## src/rtl/jmp_pkg.sv

```systemverilog
package jmp_pkg;
    parameter int WORD_W = 16;
    parameter int ADDR_W = 16;
    parameter int OFFS_W = 10;
    parameter int COND_W = 3;
    parameter int TAG_W  = 3;
    parameter logic [TAG_W-1:0] JMP_TAG = 3'b001;

    localparam int COND_LSB = OFFS_W;
    localparam int TAG_LSB  = WORD_W - TAG_W;

    typedef enum logic [COND_W-1:0] {
        CC_ZCLR = 3'b000,
        CC_ZSET = 3'b001,
        CC_CCLR = 3'b010,
        CC_CSET = 3'b011,
        CC_NEG  = 3'b100,
        CC_GE   = 3'b101,
        CC_LT   = 3'b110,
        CC_ANY  = 3'b111
    } cond_e;

    typedef struct packed {
        logic              taken;
        logic              seen;
        logic [ADDR_W-1:0] pc;
    } res_t;
endpackage

```

## src/rtl/jmp_cond_eval.sv

```systemverilog
module jmp_cond_eval
    import jmp_pkg::*;
(
    input  logic [COND_W-1:0] cond,
    input  logic              fn,
    input  logic              fz,
    input  logic              fc,
    input  logic              fv,
    output logic              hit
);
    always_comb begin
        unique case (cond_e'(cond))
            CC_ZCLR: hit = ~fz;
            CC_ZSET: hit = fz;
            CC_CCLR: hit = ~fc;
            CC_CSET: hit = fc;
            CC_NEG:  hit = fn;
            CC_GE:   hit = ~(fn ^ fv);
            CC_LT:   hit = fn ^ fv;
            default: hit = 1'b1;
        endcase
    end
endmodule

```

## src/rtl/jmp_target_calc.sv

```systemverilog
module jmp_target_calc #(
    parameter int AW = 16,
    parameter int OW = 10
) (
    input  logic [AW-1:0] addr,
    input  logic [OW-1:0] offs,
    output logic [AW-1:0] seq_pc,
    output logic [AW-1:0] tgt_pc
);
    localparam int EXT_W = AW - OW - 1;

    logic [AW-1:0] base_even;
    logic [AW-1:0] byte_offs;

    always_comb begin
        base_even = {addr[AW-1:1], 1'b0};
        seq_pc    = base_even + AW'(2);
        byte_offs = {{EXT_W{offs[OW-1]}}, offs, 1'b0};
        tgt_pc    = seq_pc + byte_offs;
    end
endmodule

```

## src/rtl/cond_jump_unit.sv

```systemverilog
module cond_jump_unit
    import jmp_pkg::*;
(
    input  logic              clk,
    input  logic              rst_n,
    input  logic              op_valid,
    input  logic [WORD_W-1:0] op_word,
    input  logic [ADDR_W-1:0] op_addr,
    input  logic              flg_n,
    input  logic              flg_z,
    input  logic              flg_c,
    input  logic              flg_v,
    output logic              br_taken,
    output logic              jmp_seen,
    output logic [ADDR_W-1:0] pc_next
);
    logic              is_jmp;
    logic              cond_hit;
    logic [ADDR_W-1:0] seq_pc;
    logic [ADDR_W-1:0] tgt_pc;
    res_t              st_d, st_q;

    assign is_jmp = (op_word[WORD_W-1:TAG_LSB] == JMP_TAG);

    jmp_cond_eval u_cond (
        .cond (op_word[COND_LSB +: COND_W]),
        .fn   (flg_n),
        .fz   (flg_z),
        .fc   (flg_c),
        .fv   (flg_v),
        .hit  (cond_hit)
    );

    jmp_target_calc #(.AW(ADDR_W), .OW(OFFS_W)) u_tgt (
        .addr   (op_addr),
        .offs   (op_word[OFFS_W-1:0]),
        .seq_pc (seq_pc),
        .tgt_pc (tgt_pc)
    );

    always_comb begin
        st_d       = st_q;
        st_d.taken = 1'b0;
        st_d.seen  = 1'b0;
        if (op_valid) begin
            st_d.seen  = is_jmp;
            st_d.taken = is_jmp & cond_hit;
            st_d.pc    = (is_jmp & cond_hit) ? tgt_pc : seq_pc;
        end
    end

    always_ff @(posedge clk) begin
        if (!rst_n) st_q <= '0;
        else        st_q <= st_d;
    end

    assign br_taken = st_q.taken;
    assign jmp_seen = st_q.seen;
    assign pc_next  = st_q.pc;


    taken_needs_jump_chk: assert property (@(posedge clk) disable iff (!rst_n)
        br_taken |-> jmp_seen);


    even_pc_chk: assert property (@(posedge clk) disable iff (!rst_n)
        pc_next[0] == 1'b0);


    idle_quiet_chk: assert property (@(posedge clk) disable iff (!rst_n)
        !op_valid |=> (!br_taken && !jmp_seen && $stable(pc_next)));


    passthru_chk: assert property (@(posedge clk) disable iff (!rst_n)
        (op_valid && op_word[WORD_W-1:TAG_LSB] != JMP_TAG) |=>
        (!br_taken && pc_next == ADDR_W'({$past(op_addr[ADDR_W-1:1]), 1'b0} + ADDR_W'(2))));


    always_jump_chk: assert property (@(posedge clk) disable iff (!rst_n)
        (op_valid && op_word[WORD_W-1:COND_LSB] == {JMP_TAG, 3'b111}) |=> br_taken);


    seen_tag_chk: assert property (@(posedge clk) disable iff (!rst_n)
        (op_valid && op_word[WORD_W-1:TAG_LSB] == JMP_TAG) |=> jmp_seen);
endmodule

```

## config.mk

```make
export PLATFORM = sky130hd
export DESIGN_NAME = cond_jump_unit
export DESIGN_NICKNAME = d
export VERILOG_FILES = /design/src/rtl/jmp_pkg.sv /design/src/rtl/jmp_cond_eval.sv /design/src/rtl/jmp_target_calc.sv /design/src/rtl/cond_jump_unit.sv
export SDC_FILE = /design/constraint.sdc
export NUM_CORES = 1
export LEC_CHECK = 0
export ABC_AREA = 1
export BUFFER_PORTS_ARGS = -buffer_cell sky130_fd_sc_hd__clkbuf_2
export CORE_ASPECT_RATIO = 0.7
export CORE_UTILIZATION = 57
export CTS_CLUSTER_DIAMETER = 200
export DETAILED_ROUTE_END_ITERATION = 10
export GPL_TIMING_DRIVEN = 0
export PLACE_DENSITY = 0.95
export SKIP_CTS_REPAIR_TIMING = 1
export SLEW_MARGIN = 30
export SYNTH_ARGS = -nofsm -noshare
export SYNTH_HDL_FRONTEND = slang
export SYNTH_SLANG_ARGS = --single-unit
```

## constraint.sdc

```tcl
create_clock -name clk -period 3.6 [get_ports clk]
set_input_delay 0.18 -clock clk [delete_from_list [all_inputs] [get_ports clk]]
set_output_delay 0.18 -clock clk [all_outputs]
set_load 0.1 [all_outputs]
```

Word-level counts from Yosys, hierarchy flattened
Cells that the tools add are included.
Operators by class
  multiplexer cells: 2
  eq/ne operators: 7
  reduce and logical (&&, ||, !) cells: 2
  add/subtract/negate cells: 2
  bitwise operators: 5
Operators with widths (count)
  16-bit adder: 1
  16-bit by 2-bit adder with 16-bit output (second input constant): 1
  16-bit 2-to-1 mux: 1
  3-bit == test (second input constant): 3
  1-bit case mux with 7 select lines: 1
  3-bit by 1-bit == test with 1-bit output (second input constant): 2
  3-bit by 2-bit == test with 1-bit output (second input constant): 2
  3-bit zero test: 1
  1-bit inverter: 3
  2-bit AND reduction: 1
  1-bit bitwise AND: 1
  1-bit bitwise XOR: 1
Storage, ports and cells
  input port bits: 39
  output and inout bits: 18
  register bits after elaboration: 18
  logic and storage cells: 21

Logic depth before layout (Yosys ltp)
Gate-level depths: netlist of the first run.
  depth in word-level cells: 5
  mapped depth: 17
  mapped depth without buffers: 17

By module
From an unflattened synthesis of the first run, not the netlist that was laid out.
Second synthesis, totals
  cells, all modules: 372
  area total of the unflattened synthesis: 2260.9 sq um
Modules (own cells, without submodules)
  jmp_target_calc: area each 1203.7 sq um, instances 1, sequential area each 0.0 sq um, cells each 200
  cond_jump_unit: area each 963.4 sq um, instances 1, sequential area each 360.3 sq um, cells each 149
  jmp_cond_eval: area each 93.8 sq um, instances 1, sequential area each 0.0 sq um, cells each 23

Least setup slack after synthesis of the first run
OpenSTA, ideal clock, no wires.
  path type: input to register
  from: input op_addr[1]
  to: register st_q, in the netlist pc_next[15]
  stages: 16
  required time: 3477 ps
  buffers on the path: 0
  setup slack: 1699 ps
  setup time: 123 ps
  data arrival time: 1778 ps
  cell sequence: ha_1 > nand2_1 > nor2_1 > nand3_1 > xor2_1 > inv_1 > ha_1 > nand2_1 > nor2_1 > nand2_1 > inv_1 > nand2_1 > nand2_1 > nand3_1 > nand3_1 > a21oi_1
On the way
  cells in the longest elaborated chain, start to end: 3
RTL lines
  from (decl): RTL line cond_jump_unit.sv:8  | input logic [ADDR_W-1:0] op_addr,
  16-bit by 2-bit adder with 16-bit output *: RTL line jmp_target_calc.sv:17  | seq_pc = base_even + AW'(2);
  16-bit adder: RTL line jmp_target_calc.sv:19  | tgt_pc = seq_pc + byte_offs;
  16-bit 2-to-1 mux *: RTL line cond_jump_unit.sv:48  | st_d.pc = (is_jmp & cond_hit) ? tgt_pc : seq_pc;
  to (signal assigned): RTL line cond_jump_unit.sv:54  | else st_q <= st_d;
  to (decl): RTL line cond_jump_unit.sv:21  | res_t st_d, st_q;
Every way passes the cells marked *; elsewhere a longest branch is shown, timed or not.
A chain may end at the register's enable or synchronous reset.

Worst setup path after layout of the first run
  from: input op_addr[1]
  to: register st_q, in the netlist pc_next[13]
The elaborated chain is that of the path after synthesis.

==> results of run 1 <==
## kinds of logic (layout without fill, tap and decap cells)
kind of cell	after synthesis	count (layout)	synth area share
buffers and inverters	59	117	0.1218
DFF	17	17	0.1707
other	1	1	0.001881
AOI/OAI and AO/OA	49	49	0.1249
and+or+nand+nor	175	175	0.3810
adders and majority gates	20	20	0.1293
xor gates and xnor gates	16	16	0.07031
## sequential cells by signal (all words and copies together) (netlist names)
register / flops
pc_next: 15
br_taken: 1
jmp_seen: 1
## worst reg2reg max path, cell delays in order (launching register included)
cell	delay [ps]
dfxtp_1	310
o21ai_0	190
a21oi_1	60
## synthesized netlist by cell type (all sizes together)
library cell  instances
nor2                 25
conb                  1
fa                    1
a21oi                36
inv                  51
xor2                 12
ha                   19
nand2               103
nor3                  3
a31oi                 1
buf                   5
nand3                28
xnor2                 4
and3                  1
o21ai                11
o211ai                1
nor3b                 1
or2                   2
clkbuf                3
nand3b                6
dfxtp                17
nand4                 6
## worst paths after layout
path                      end  slack [ps]
setup / recovery  pc_next[13]        1440
hold / removal       jmp_seen         230
setup reg to reg  pc_next[11]        2940
hold reg to reg    pc_next[2]         460
## through the flow
stage          worst slack [ps]  area [um2]
5_1_grt                    1128        2371
3_5_place_dp               1207        2322
4_1_cts                    1489        2371
6_report                   1438        2371
3_3_place_gp               1290        2322
2_1_floorplan              1699        1993
## power by group
group / internal, mW / switching (mW) / total, mW / leakage (nW)
Clock: 0.0782 / 0.0765 / 0.155 / 0.0217
Sequential: 0.200 / 0.00564 / 0.206 / 0.140
Combinational: 0.105 / 0.252 / 0.357 / 1.17
Total: 0.383 / 0.334 / 0.717 / 1.33
## layout by cell type (no fill, tap or decap), types with 2 or more instances in the layout
cell type    n
nand2_1    103
clkbuf_2    54
inv_1       51
a21oi_1     36
nand3_1     27
nor2_1      23
ha_1        19
dfxtp_1     17
xor2_1      12
o21ai_0      7
nand4_1      6
nand3b_1     6
xnor2_1      4
o21ai_1      4
clkbuf_1     3
nor3_1       3
clkbuf_8     3
or2_2        2
buf_6        2
buf_2        2
## layout make-up
class	instances	area (um2)	area share
multi-input cells	261	1410	0.5947
flip-flops and latches	17	340.3	0.1435
repair buffers	54	270.3	0.1140
inverters	51	191.4	0.08074
well taps	47	58.81	0.02480
plain buffers	8	51.30	0.02164
clock buffers	3	41.29	0.01741
clock inverters	1	7.507	0.003166
## routing by layer
metal  GRT usage  part of all wire
met5           0                 0
met4      0.1046             0.014
met3     0.04931             0.097
met2      0.4953              0.43
met1      0.4174              0.46
==> flow_summary_export.csv, run 1 <==
group,metric,value,unit
run_status,outcome,"complete, no violations",
timing,clock_skew,0,ps
timing,final_hold_viol_count,0,
synth,yosysTopAreaCell,"nand2_1",
floorplanning,die_h,51.48,um
setup_path,startpoint,"op_addr[1]",
floorplanning,num_rows,17,
setup_path,critPathKind,"in2reg",
synth,synth_area_per_cell,5.914,um2
timing,tns,0,ps
clocking,cts_sinks,17,
setup_path,reg2regPathDepth,2,
pwr,max-vdd-ir-drop,193.9,uV
synth,syn-cell-area,1993,um2
finish,num_antenna_cells,0,
timing,worst_slew_margin_rel,0.6418,
clocking,clock_path_buffers,2,
floorplanning,die_w,72.68,um
timing,report.final.slew_viol_count,0,
synth,synth_cell_types,28,
grt,grt_pass1_wl,8.645,mm
clocking,clockRootBuffer,"clkbuf_8",
synth,synthTopCellsByArea,"nand2_1 19%, dfxtp_1 17%, ha_1 12%, inv_1 9.6%, a21oi_1 9.0%",
setup_path,slowest_stage,"ha_1",
setup_path,cp_common_cell,"nand3_1",
finish,fin_nets,455,
drt,drt_iter0_markers,193,
setup_path,path_cells,"clkbuf_2 > nand3_1 > inv_1 > nand4_1 > xor2_1 > inv_1 > ha_1 > a21oi_1 > nor2_1 > nor2_1 > nand3_1 > nand2_1 > nand3_1 > nand2_1 > a21oi_1",
timing,fmax,462.6,MHz
place,dp_hpwl,4.355,mm
setup_path,crit_path_end_kind,"flip-flop",
setup_path,path_max_fanout,5,
worst_hold_path,hold_depth,3,
grt,grt_usage,0.3078,
pwr,cellLeakagePower,1.328,nW
place,place.gp.congestion,0.9300,
setup_path,setup.worst_path.start_class,"input pin",
drt,remaining_drc_errors,0,
pwr,cellPowerDensity,302.6,nW/um2
clocking,tritoncts,"yes",
drt,routed_wl,5.380,mm
setup_path,r2r_start,"pc_next[11]",
drt,post_drt_wl_per_cell,12.17,um
clocking,clk_pin_slew,80,ps
grt,grt_antenna_before_repair,0,
timing,grt_setup_unrepaired,"false",
finish,area_growth,18.96,%
floorplanning,dieArea,3741,um2
timing,period_share,0.6005,
clocking,h-tree-depth,1,
finish,layoutNonFillerInstCount,442,
finish,drive_above_1_share,0.1722,
setup_path,critPathMaxStageDelay,360,ps
floorplanning,coreArea,3233,um2
grt,overflow,0,
timing,tightest_slew,539.6,ps
synth,yosysWarnings,0,
grt,grt_max_degree,12,
grt,grt_pass1_vias,1976,
worst_hold_path,hp-class,"in2reg",
pwr,total_power,0.7174,mW
clocking,cts_buffers,3,
synth,seq_area_frac_synth,0.1707,
timing,period_minus_slack,2162,ps
synth,synth.top_cell.area_share,0.1940,
setup_path,critPathBufInv,3,
worst_hold_path,hold_start,"op_word[15]",
timing,setup_viol,0,
floorplanning,initial_core_util,0.6165,
synth,netlist_instances,337,
clocking,clkLatencyLatePin,260,ps
place,io_buffers,54,
finish,post-route-util,0.7334,
setup_path,cp.arrival,2300,ps
drt,first_pass_iters,5,
place,dp_cells,438,
setup_path,cp.required,3740,ps
synth,syn_nets,396,
floorplanning,io_pins,57,
flow_run,drv_cap,0,
drt,via_per_inst,5.342,
finish,fillers,291,
timing,hold_slack,234.2,ps
drt,dr_total_vias,2361,
setup_path,crit_cells,15,
synth,ys_seq_elements,17,
setup_path,cp_top_family,"simple AND/OR/NAND/NOR gates",
drt,ant_nets,0,
No activity file was read; power rests on OpenSTA's default activity.
==> run 2, diff against run 1 <==
--- a/config.mk
+++ b/config.mk
@@ -8,11 +8,11 @@
 export ABC_AREA = 1
 export BUFFER_PORTS_ARGS = -buffer_cell sky130_fd_sc_hd__clkbuf_2
 export CORE_ASPECT_RATIO = 0.7
-export CORE_UTILIZATION = 57
+export CORE_UTILIZATION = 53
 export CTS_CLUSTER_DIAMETER = 200
 export DETAILED_ROUTE_END_ITERATION = 10
 export GPL_TIMING_DRIVEN = 0
-export PLACE_DENSITY = 0.95
+export PLACE_DENSITY = 0.93
 export SKIP_CTS_REPAIR_TIMING = 1
 export SLEW_MARGIN = 30
 export SYNTH_ARGS = -nofsm -noshare
==> constraint.sdc (replaced) <==
create_clock -name clk -period 2.2 [get_ports clk]
set_input_delay 0.11 -clock clk [delete_from_list [all_inputs] [get_ports clk]]
set_output_delay 0.11 -clock clk [all_outputs]
set_load 0.1 [all_outputs]
==> flow_summary_export.csv, run 2 (synthesis gave the netlist of run 1 again) <==
group,metric,value,unit
finish,largest_register_ffs,15,
drt,post_drt_wl_per_cell,12.03,um
finish,fillers,322,
run_status,outcome,"complete, no violations",
grt,grt_antenna_before_repair,0,
setup_path,crit_path_end_kind,"flip-flop",
setup_path,cp_top_family,"simple AND/OR/NAND/NOR gates",
clocking,cts_buffers,3,
finish,layoutNonFillerInstCount,447,
timing,clock_skew,0,ps
setup_path,cp.required,2330,ps
drt,dr_total_vias,2312,
setup_path,path_cells,"clkbuf_2 > ha_1 > nand3_1 > nor2_4 > nand2_1 > xnor2_2 > ha_1 > nand2_1 > nor2_1 > nor2_1 > nand3_1 > nand2_1 > nand3_1 > nand2_1 > a21oi_1",
place,dp_hpwl,4.232,mm
grt,overflow,0,
setup_path,critPathKind,"in2reg",
drt,routed_wl,5.376,mm
setup_path,crit_end,"pc_next[13]",
clocking,clkLatencyLatePin,250,ps
finish,layout.cells.most_common,"nand2_1",
setup_path,critPathMaxStageDelay,300,ps
setup_path,critPathBufInv,1,
finish,layout_common_cells,"103 x nand2_1, 54 x clkbuf_2, 50 x inv_1, 34 x a21oi_1, 26 x nand3_1",
clocking,clock_path_buffers,2,
timing,fmax,500.5,MHz
setup_path,slowest_stage,"ha_1",
drt,ant_nets,0,
finish,area_growth,23.48,%
setup_path,r2r_start,"pc_next[15]",
pwr,cellLeakagePower,1.347,nW
setup_path,cp.arrival,2120,ps
finish,multiInputGateArea,1485,um2
clocking,clockRootBuffer,"clkbuf_8",
timing,final_hold_viol_count,0,
drt,remaining_drc_errors,0,
clocking,h-tree-depth,1,
pwr,cellPowerDensity,477.4,nW/um2
clocking,cts_sinks,17,
setup_path,setup.worst_path.start_class,"input pin",
worst_hold_path,hp-class,"in2reg",
place,place.gp.congestion,0.9134,
timing,tightest_slew,545.7,ps
pwr,max-vdd-ir-drop,334.6,uV
floorplanning,num_rows,18,
drt,drt_iter0_markers,179,
clocking,tritoncts,"yes",
floorplanning,initial_core_util,0.5601,
floorplanning,coreArea,3558,um2
flow_run,drv_cap,0,
grt,grt_pass1_vias,1862,
timing,setup_viol,0,
drt,via_per_inst,5.172,
place,dp_cells,441,
drt,first_pass_iters,5,
setup_path,cp_common_cell,"nand2_1",
place,io_buffers,54,
timing,hold_slack,163.9,ps
setup_path,rrSetupSlack,1530,ps
timing,worst_slew_margin_rel,0.6377,
floorplanning,die_w,75.30,um
grt,grt_pass1_wl,8.245,mm
setup_path,path_max_fanout,5,
finish,regArea,340.3,um2
timing,report.final.slew_viol_count,0,
finish,drive_above_1_share,0.2141,
setup_path,rr_endpoint,"pc_next[15]",
floorplanning,io_pins,57,
floorplanning,dieArea,4014,um2
grt,grt_usage,0.2761,
timing,period_share,0.9082,
setup_path,crit_cells,15,
grt,grt_max_degree,11,
floorplanning,die_h,53.31,um
setup_path,reg2regPathDepth,2,
timing,period_minus_slack,1998,ps
clocking,clk_pin_slew,70,ps
finish,num_antenna_cells,0,
setup_path,startpoint,"op_addr[1]",
finish,fin_nets,457,
-- run 2: cell types whose count changed in the layout (fill, tap and decap cells not counted), moves of 3 or more --
cell / before / now
nor2_1: 23 / 18
nor2_2: 1 / 6
xor2_1: 12 / 9
xor2_2: 0 / 3
-- run 2: through the flow --
stage,setup slack [ps],setup TNS (ps),instance area [um2],power (mW),utilization
floorplan,368.9,0,1993,0.7797,-
global placement,-48.28,-89.63,2326,0.9021,0.6537
detailed placement,-88.30,-277.5,2326,0.9120,0.6537
CTS,178.4,0,2371,1.149,0.6663
global route,-16.38,-29.97,2461,1.254,0.6916
finish,202.1,0,2461,1.175,0.6916
-- run 2: area by class of cell --
| cell class | count | area share |
|---|---|---|
| buffer | 8 | 0.02084 |
| tap | 50 | 0.02542 |
| timing repair buffer | 56 | 0.1159 |
| multi-input combinational | 261 | 0.6035 |
| inverter | 51 | 0.07778 |
| sequential | 17 | 0.1383 |
| clock buffer | 4 | 0.01830 |
-- run 2: power by group --
part,internal [mW],switching (mW)
registers,0.328,0.00904
clock network,0.129,0.110
logic,0.179,0.421
total,0.636,0.539
-- run 2: tightest hold or removal path, cell delays in order --
cell and delay, ps:
clkbuf_2 70, nor3b_1 50, and3_1 140
-- run 2: metal layers --
metal | track usage | part of all wire
met5 | 0 | 0
met2 | 0.4152 | 0.42
met3 | 0.04381 | 0.067
met1 | 0.4063 | 0.50
met4 | 0.06173 | 0.012
-- run 2: worst min path at each step --
stage	startpoint	to	slack, ps	cells after the start
finish	op_word[14]	jmp_seen	160	3
global route	op_word[15]	jmp_seen	170	3
CTS	op_word[15]	jmp_seen	170	3
detailed placement	op_word[15]	jmp_seen	430	3
global placement	op_word[14]	jmp_seen	430	3
floorplan	rst_n	br_taken	250	2
